## config.mk

```make
export PLATFORM = sky130hd
export DESIGN_NAME = dacfe_top
export DESIGN_NICKNAME = d
export VERILOG_FILES = /design/src/rtl/dacfe_pkg.sv /design/src/rtl/dacfe_sync.sv /design/src/rtl/dacfe_shift.sv /design/src/rtl/dacfe_regs.sv /design/src/rtl/dacfe_top.sv
export SDC_FILE = /design/constraint.sdc
export NUM_CORES = 1
export LEC_CHECK = 0
export CORE_ASPECT_RATIO = 0.7
export CORE_MARGIN = 8
export CORE_UTILIZATION = 55
export CTS_BUF_LIST = sky130_fd_sc_hd__clkbuf_2 sky130_fd_sc_hd__clkbuf_4 sky130_fd_sc_hd__clkbuf_8
export CTS_CLUSTER_SIZE = 16
export DETAILED_ROUTE_END_ITERATION = 6
export GPL_TIMING_DRIVEN = 0
export PLACE_DENSITY = 0.74
export SLEW_MARGIN = 20
export SYNTH_ARGS = -nofsm -noshare
export SYNTH_HDL_FRONTEND = slang
export SYNTH_SLANG_ARGS = --single-unit
```

## constraint.sdc

```tcl
create_clock -name clk -period 2.6 [get_ports clk]
set_clock_uncertainty 0.05 [all_clocks]
set_input_delay 0.39 -clock clk [delete_from_list [all_inputs] [get_ports clk]]
set_output_delay 0.39 -clock clk [all_outputs]
set_load 0.02 [all_outputs]
```

## src/rtl/dacfe_pkg.sv

```systemverilog
package dacfe_pkg;

    localparam int NCH        = 4;
    localparam int DATA_W     = 16;
    localparam int CMD_W      = 4;
    localparam int ADDR_W     = 4;
    localparam int FRAME_BITS = 32;
    localparam int FLD_LSB    = 4;
    localparam int FLD_W      = CMD_W + ADDR_W + DATA_W;
    localparam int SR_W       = FLD_LSB + FLD_W;
    localparam int CODE_W     = 2;

    localparam logic [CMD_W-1:0]  CMD_WR_IN      = 4'b0000;
    localparam logic [CMD_W-1:0]  CMD_UPD_ONE    = 4'b0001;
    localparam logic [CMD_W-1:0]  CMD_WR_UPD_ALL = 4'b0011;
    localparam logic [CMD_W-1:0]  CMD_SET_CLR    = 4'b0101;
    localparam logic [CMD_W-1:0]  CMD_SET_MASK   = 4'b0110;
    localparam logic [ADDR_W-1:0] ADDR_ALL       = 4'b1111;

    localparam logic [CODE_W-1:0] CLR_ZERO = 2'b00;
    localparam logic [CODE_W-1:0] CLR_MID  = 2'b01;
    localparam logic [CODE_W-1:0] CLR_FULL = 2'b10;
    localparam logic [CODE_W-1:0] CLR_OFF  = 2'b11;

    typedef struct packed {
        logic [CMD_W-1:0]  cmd;
        logic [ADDR_W-1:0] addr;
        logic [DATA_W-1:0] data;
    } frame_t;

    function automatic logic [DATA_W-1:0] clr_value(input logic [CODE_W-1:0] code);
        logic [DATA_W-1:0] v;
        case (code)
            CLR_MID:  v = {1'b1, {(DATA_W-1){1'b0}}};
            CLR_FULL: v = {DATA_W{1'b1}};
            default:  v = '0;
        endcase
        return v;
    endfunction

endpackage

```

## src/rtl/dacfe_sync.sv

```systemverilog
module dacfe_sync #(
    parameter int              W       = 1,
    parameter int              STAGES  = 2,
    parameter logic [W-1:0]    RST_VAL = '0
) (
    input  logic         clk,
    input  logic         rst_n,
    input  logic [W-1:0] async_i,
    output logic [W-1:0] sync_o
);

    logic [STAGES-1:0][W-1:0] stg_d, stg_q;

    always_comb begin
        stg_d[0] = async_i;
        for (int s = 1; s < STAGES; s++) begin
            stg_d[s] = stg_q[s-1];
        end
    end

    always_ff @(posedge clk or negedge rst_n) begin
        if (!rst_n) begin
            stg_q <= {STAGES{RST_VAL}};
        end else begin
            stg_q <= stg_d;
        end
    end

    assign sync_o = stg_q[STAGES-1];

endmodule

```

## src/rtl/dacfe_shift.sv

```systemverilog
module dacfe_shift
    import dacfe_pkg::*;
#(
    parameter int FB = FRAME_BITS
) (
    input  logic   clk,
    input  logic   rst_n,
    input  logic   sync_fall,
    input  logic   sync_lvl_n,
    input  logic   sclk_fall,
    input  logic   din,
    input  logic   abort,
    output logic   frame_done,
    output frame_t frame_o,
    output logic   busy
);

    localparam int CNTW = $clog2(FB);

    typedef struct packed {
        logic            armed;
        logic [CNTW-1:0] cnt;
        logic [SR_W-1:0] sr;
        logic            done;
    } shift_st_t;

    shift_st_t cur_q, nxt_d;

    always_comb begin
        nxt_d      = cur_q;
        nxt_d.done = 1'b0;
        if (abort) begin
            nxt_d.armed = 1'b0;
            nxt_d.cnt   = '0;
        end else if (sync_fall) begin
            nxt_d.armed = 1'b1;
            nxt_d.cnt   = '0;
        end else if (sync_lvl_n) begin
            nxt_d.armed = 1'b0;
            nxt_d.cnt   = '0;
        end else if (cur_q.armed && sclk_fall) begin
            nxt_d.sr = {cur_q.sr[SR_W-2:0], din};
            if (cur_q.cnt == CNTW'(FB-1)) begin
                nxt_d.done  = 1'b1;
                nxt_d.armed = 1'b0;
                nxt_d.cnt   = '0;
            end else begin
                nxt_d.cnt = cur_q.cnt + 1'b1;
            end
        end
    end

    always_ff @(posedge clk or negedge rst_n) begin
        if (!rst_n) begin
            cur_q <= '0;
        end else begin
            cur_q <= nxt_d;
        end
    end

    assign frame_done = cur_q.done;
    assign frame_o    = frame_t'(cur_q.sr[FLD_LSB +: FLD_W]);
    assign busy       = cur_q.armed;

endmodule

```

## src/rtl/dacfe_regs.sv

```systemverilog
module dacfe_regs
    import dacfe_pkg::*;
#(
    parameter int N  = NCH,
    parameter int DW = DATA_W
) (
    input  logic                 clk,
    input  logic                 rst_n,
    input  logic                 frame_done,
    input  frame_t               frm,
    input  logic                 clr_take,
    input  logic                 ldac_fall,
    input  logic                 ldac_lvl_n,
    output logic [N-1:0][DW-1:0] dac_o,
    output logic [CODE_W-1:0]    clr_code_o,
    output logic [N-1:0]         mask_o,
    output logic                 clr_mode_o
);

    typedef struct packed {
        logic [N-1:0][DW-1:0] inr;
        logic [N-1:0][DW-1:0] dac;
        logic [CODE_W-1:0]    code;
        logic [N-1:0]         mask;
        logic                 clr_mode;
    } reg_st_t;

    reg_st_t      cur_q, nxt_d;
    logic [N-1:0] sel;
    logic         cmd_known;

    always_comb begin
        for (int i = 0; i < N; i++) begin
            sel[i] = (frm.addr == ADDR_ALL) || (frm.addr == ADDR_W'(i));
        end
    end

    always_comb begin
        nxt_d     = cur_q;
        cmd_known = 1'b0;
        if (clr_take) begin
            for (int i = 0; i < N; i++) begin
                nxt_d.inr[i] = clr_value(cur_q.code);
                nxt_d.dac[i] = clr_value(cur_q.code);
            end
            nxt_d.clr_mode = 1'b1;
        end else begin
            if (frame_done) begin
                case (frm.cmd)
                    CMD_WR_IN: begin
                        cmd_known = 1'b1;
                        for (int i = 0; i < N; i++) begin
                            if (sel[i]) begin
                                nxt_d.inr[i] = frm.data;
                                if (cur_q.mask[i]) nxt_d.dac[i] = frm.data;
                            end
                        end
                    end
                    CMD_UPD_ONE: begin
                        cmd_known = 1'b1;
                        for (int i = 0; i < N; i++) begin
                            if (sel[i]) nxt_d.dac[i] = cur_q.inr[i];
                        end
                    end
                    CMD_WR_UPD_ALL: begin
                        cmd_known = 1'b1;
                        for (int i = 0; i < N; i++) begin
                            if (sel[i]) nxt_d.inr[i] = frm.data;
                            nxt_d.dac[i] = nxt_d.inr[i];
                        end
                    end
                    CMD_SET_CLR: begin
                        cmd_known  = 1'b1;
                        nxt_d.code = frm.data[CODE_W-1:0];
                    end
                    CMD_SET_MASK: begin
                        cmd_known  = 1'b1;
                        nxt_d.mask = frm.data[N-1:0];
                    end
                    default: cmd_known = 1'b0;
                endcase
                if (cmd_known) begin
                    nxt_d.clr_mode = 1'b0;
                    if (!ldac_lvl_n) begin
                        for (int i = 0; i < N; i++) begin
                            if (!nxt_d.mask[i]) nxt_d.dac[i] = nxt_d.inr[i];
                        end
                    end
                end
            end
            if (ldac_fall) begin
                for (int i = 0; i < N; i++) begin
                    if (!nxt_d.mask[i]) nxt_d.dac[i] = nxt_d.inr[i];
                end
            end
        end
    end

    always_ff @(posedge clk or negedge rst_n) begin
        if (!rst_n) begin
            cur_q <= '0;
        end else begin
            cur_q <= nxt_d;
        end
    end

    assign dac_o      = cur_q.dac;
    assign clr_code_o = cur_q.code;
    assign mask_o     = cur_q.mask;
    assign clr_mode_o = cur_q.clr_mode;

endmodule

```

## src/rtl/dacfe_top.sv

```systemverilog
module dacfe_top
    import dacfe_pkg::*;
#(
    parameter int SYNC_STAGES = 2,
    parameter int N           = NCH,
    parameter int DW          = DATA_W
) (
    input  logic          clk,
    input  logic          rst_n,
    input  logic          sync_n,
    input  logic          sclk,
    input  logic          sdin,
    input  logic          clr_n,
    input  logic          ldac_n,
    output logic [N*DW-1:0] dac_out,
    output logic          clr_mode
);

    localparam int PIN_W = 5;
    localparam int EDG_W = 4;

    logic [PIN_W-1:0] pin_lvl;
    logic             sync_lvl, sclk_lvl, din_lvl, clr_lvl, ldac_lvl;

    dacfe_sync #(
        .W       (PIN_W),
        .STAGES  (SYNC_STAGES),
        .RST_VAL (5'b11011)
    ) u_sync (
        .clk     (clk),
        .rst_n   (rst_n),
        .async_i ({sync_n, sclk, sdin, clr_n, ldac_n}),
        .sync_o  (pin_lvl)
    );

    assign {sync_lvl, sclk_lvl, din_lvl, clr_lvl, ldac_lvl} = pin_lvl;

    logic [EDG_W-1:0] prev_d, prev_q, cur_lvl, fall;
    logic             sync_fall, sclk_fall, clr_fall, ldac_fall;

    always_comb begin
        cur_lvl = {sync_lvl, sclk_lvl, clr_lvl, ldac_lvl};
        prev_d  = cur_lvl;
        fall    = prev_q & ~cur_lvl;
    end

    always_ff @(posedge clk or negedge rst_n) begin
        if (!rst_n) begin
            prev_q <= '1;
        end else begin
            prev_q <= prev_d;
        end
    end

    assign {sync_fall, sclk_fall, clr_fall, ldac_fall} = fall;

    logic                 frame_done, busy, clr_take;
    frame_t               frm;
    logic [CODE_W-1:0]    clr_code;
    logic [N-1:0]         mask;
    logic [N-1:0][DW-1:0] dac_w;

    assign clr_take = clr_fall && (clr_code != CLR_OFF);

    dacfe_shift #(
        .FB (FRAME_BITS)
    ) u_shift (
        .clk        (clk),
        .rst_n      (rst_n),
        .sync_fall  (sync_fall),
        .sync_lvl_n (sync_lvl),
        .sclk_fall  (sclk_fall),
        .din        (din_lvl),
        .abort      (clr_take),
        .frame_done (frame_done),
        .frame_o    (frm),
        .busy       (busy)
    );

    dacfe_regs #(
        .N  (N),
        .DW (DW)
    ) u_regs (
        .clk        (clk),
        .rst_n      (rst_n),
        .frame_done (frame_done),
        .frm        (frm),
        .clr_take   (clr_take),
        .ldac_fall  (ldac_fall),
        .ldac_lvl_n (ldac_lvl),
        .dac_o      (dac_w),
        .clr_code_o (clr_code),
        .mask_o     (mask),
        .clr_mode_o (clr_mode)
    );

    for (genvar g = 0; g < N; g++) begin : g_out
        assign dac_out[g*DW +: DW] = dac_w[g];
    end

endmodule

```

==> metrics <==
Iteration-0 DRC Markers 2039; clock-pin slew on the worst setup and hold paths 0.10 ns; layout cell share with drive strength beyond 1 23.5%; Overall Power 0.00693 W; top_reg_cell synth dfrtp_1; WP data arrival 2.94 ns; Ports 72; CTS Buf Count 17; Net count, final 1684; global-route wire length before repair 83800 um; Synth top area share 30.9%; static leakage 6.95 nW; sequential share of the synthesized area 33.1%; Critical Path Sink Type flop; synthesized flop and latch total 184; largest area contributor in the netlist dfrtp_1; via/cell ratio 7.14; HP Start sclk; final cell count without fillers 2011; cell count after placement 1962; mapped cell area 13900 um2; syn_area_per_cell 8.91 um2; Peak Freq 0.382 GHz; clk_lat worst skew 0.52 ns; RSZ-0062 raised after global routing true; Final period util 101%; Max-Cap Viols 0; post-route ant nets 0; R2R Setup Slk -0.02 ns; Post-synth EDFFs 0; die area 30800 um2; row cnt 48; Hold Path Class input pin to flop; gpl congestion 1.05; core area 24800 um2; Worst VDD drop 0.329 mV; Cell Pwr Density 430 nW/um2; hold worst-path end u_sync.stg_d[8]; DR DRC count 0; failing checks setup timing; n_diodes 0; ys async rst share 100%; final critical-path setup slack -0.0171 ns; WHS Path Cells 1; via count 14400; Yosys cell types 90; All-Layer GR Usage 35.8%; Die Ht 149 um; CTS Buffer Depth 2; Critical-path top delay cell dfrtp_1; R2R Path Start u_shift.frame_o[23]; Worst R2R Path Depth 8; Area Overhead vs Synth 15.5%; vias in the first global route 13500; Root Buffer clkbuf_8; routed wire length per instance 28.1 um; Initial Util 56.2%; clk sinks 184; Startpoint Class flop; Mapped Cells 1565; delay of the slowest critical-path stage 0.47 ns; synth top area cells dfrtp_1, mux2i_1, a21oi_1; pins over their slew limit 0; final setup fails 1; critical path fanouts, max 10; H-Tree Depth 4; Crit path max-delay family buffers and inverters; first-pass iteration count of the detailed router 7; # port buffers 71; post-synth net total 1576; class of the most critical setup path flop to flop; status finished with violations; Tightest Pin Transition 1.07 ns; relative slew slack 29.0%; drt total wl 56500 um; minimum clock period 2.62 ns; GR Overflow Total 0; Yosys Warn Count 0; initial antenna violation count 0; largest net degree at the start of global routing 95; die width 206 um; Filler Cell Count 2109; CP required 2.92 ns; Final Hold Fails 0; hpwl dp 38600 um; r2r endpoint u_regs.dac_o[12]; CP Buf/Inv Count 3; CTS tree yes; worst-path cell chain buf_2 -> nor2_4 -> buf_2 -> nand2_1 -> clkbuf_2 -> a22o_1 -> a211oi_2 -> a211oi_2
-- synthesized netlist by cell type (29+ instances only) --
master and count:
clkbuf_1 97, o211ai_1 36, a221oi_1 40, o21ai_0 91, nand2_1 144, buf_2 38
mux2_2 57, a21oi_1 153, buf_4 73, a22o_1 32, inv_1 34, a22oi_1 29
mux2i_1 90, o221ai_1 32, dfrtp_1 172, nor2_1 90
-- worst max path at each step --
stage | startpoint | end | slack [ns] | cells after the start
final | u_shift.frame_o[23] | u_regs.dac_o[12] | -0.02 | 8
after CTS | u_shift.frame_o[23] | u_regs.dac_o[63] | -0.05 | 7
after detailed placement | u_regs.clr_code_o[1] | u_regs.cur_q[84] | -0.84 | 7
after global placement | rst_n | u_regs.cur_q[114] | -6.84 | 1
after global routing | u_shift.frame_o[18] | u_regs.dac_o[42] | -0.08 | 9
after floorplan | u_shift.frame_o[17] | u_regs.dac_o[27] | 0.29 | 9
-- registers in the layout, indices dropped and copies added, names as in the netlist --
signal / cells
prev_q: 4
u_regs.clr_code_o: 2
u_regs.clr_mode_o: 1
u_regs.cur_q: 64
u_regs.dac_o: 64
u_regs.mask_o: 4
u_shift.busy: 1
u_shift.cur_q: 9
u_shift.frame_done: 1
u_shift.frame_o: 24
u_sync.stg_d: 5
u_sync.sync_o: 5
-- where the power goes --
group          internal (W)  switching [W]
combinational      0.000700       0.000725
clock               0.00105        0.00116
sequential          0.00305       0.000249
-- worst reg2reg max path, stage by stage, from the launching register on --
cell	delay (ns)
dfrtp_1	0.47
buf_2	0.25
nor2_4	0.29
buf_2	0.32
nand2_1	0.28
clkbuf_2	0.33
a22o_1	0.25
a211oi_2	0.18
a211oi_2	0.08
-- kinds of logic after synthesis --
group	after synthesis	synth area share, %
AOI/OAI and AO/OA	617	32.6
and+or+nand+nor	341	11.7
buffers and inverters	261	10.1
DFF	184	33.1
muxes	153	11.5
xor gates and xnor gates	5	0.583
adders and majority gates	4	0.359
-- final cells by class --
type | count | area, um2 | share of cell area (%)
multi-input cells | 1120 | 8230 | 51.1
flip-flops and latches | 184 | 4620 | 28.7
plain buffers | 220 | 1350 | 8.40
repair buffers | 94 | 936 | 5.81
well taps | 325 | 407 | 2.52
clock buffers | 22 | 290 | 1.80
clock inverters | 10 | 141 | 0.878
inverters | 36 | 135 | 0.839
-- per-stage QoR --
stage | utilization (%) | instance area (um2) | hold WS, ns | setup slack, ns | setup TNS [ns]
floorplan | - | 13900 | 0.0444 | 0.287 | 0
global placement | 60.7 | 15100 | 0.296 | -6.84 | -1261.42
detailed placement | 60.8 | 15100 | 0.288 | -0.841 | -43.13
CTS | 63.3 | 15700 | 0.227 | -0.0483 | -0.0911
global route | 64.9 | 16100 | 0.226 | -0.0798 | -0.339
finish | 64.9 | 16100 | 0.236 | -0.0171 | -0.0171
-- metal layers --
metal / up-vias / track usage, % / routed length (um)
met5: - / 0 / 0
met4: 0 / 15.4 / 2560
met3: 176 / 11.4 / 8040
met2: 1193 / 48.8 / 22700
met1: 6919 / 50.9 / 23200
li1: 6071 / - / -
-- cells in the final DEF, fill, tap and decap left out, drive strengths merged, types with 63 or more instances in the layout --
| master | count |
|---|---|
| clkbuf | 120 |
| buf | 145 |
| mux2i | 90 |
| nand2 | 146 |
| dfrtp | 172 |
| o21ai | 105 |
| a21oi | 153 |
| mux2 | 63 |
| nor2 | 93 |
| clkdlybuf4s50 | 70 |
-- repair_timing --
action,CTS,global route
pin swaps,5,5
gates resized for setup,49,118
hold buffers,1,0
buffers inserted,8,13
setup endpoints to repair,149,77
gates cloned,0,0
hold endpoints to repair,78,0
Note: power is estimated with default switching activity, not from simulation.
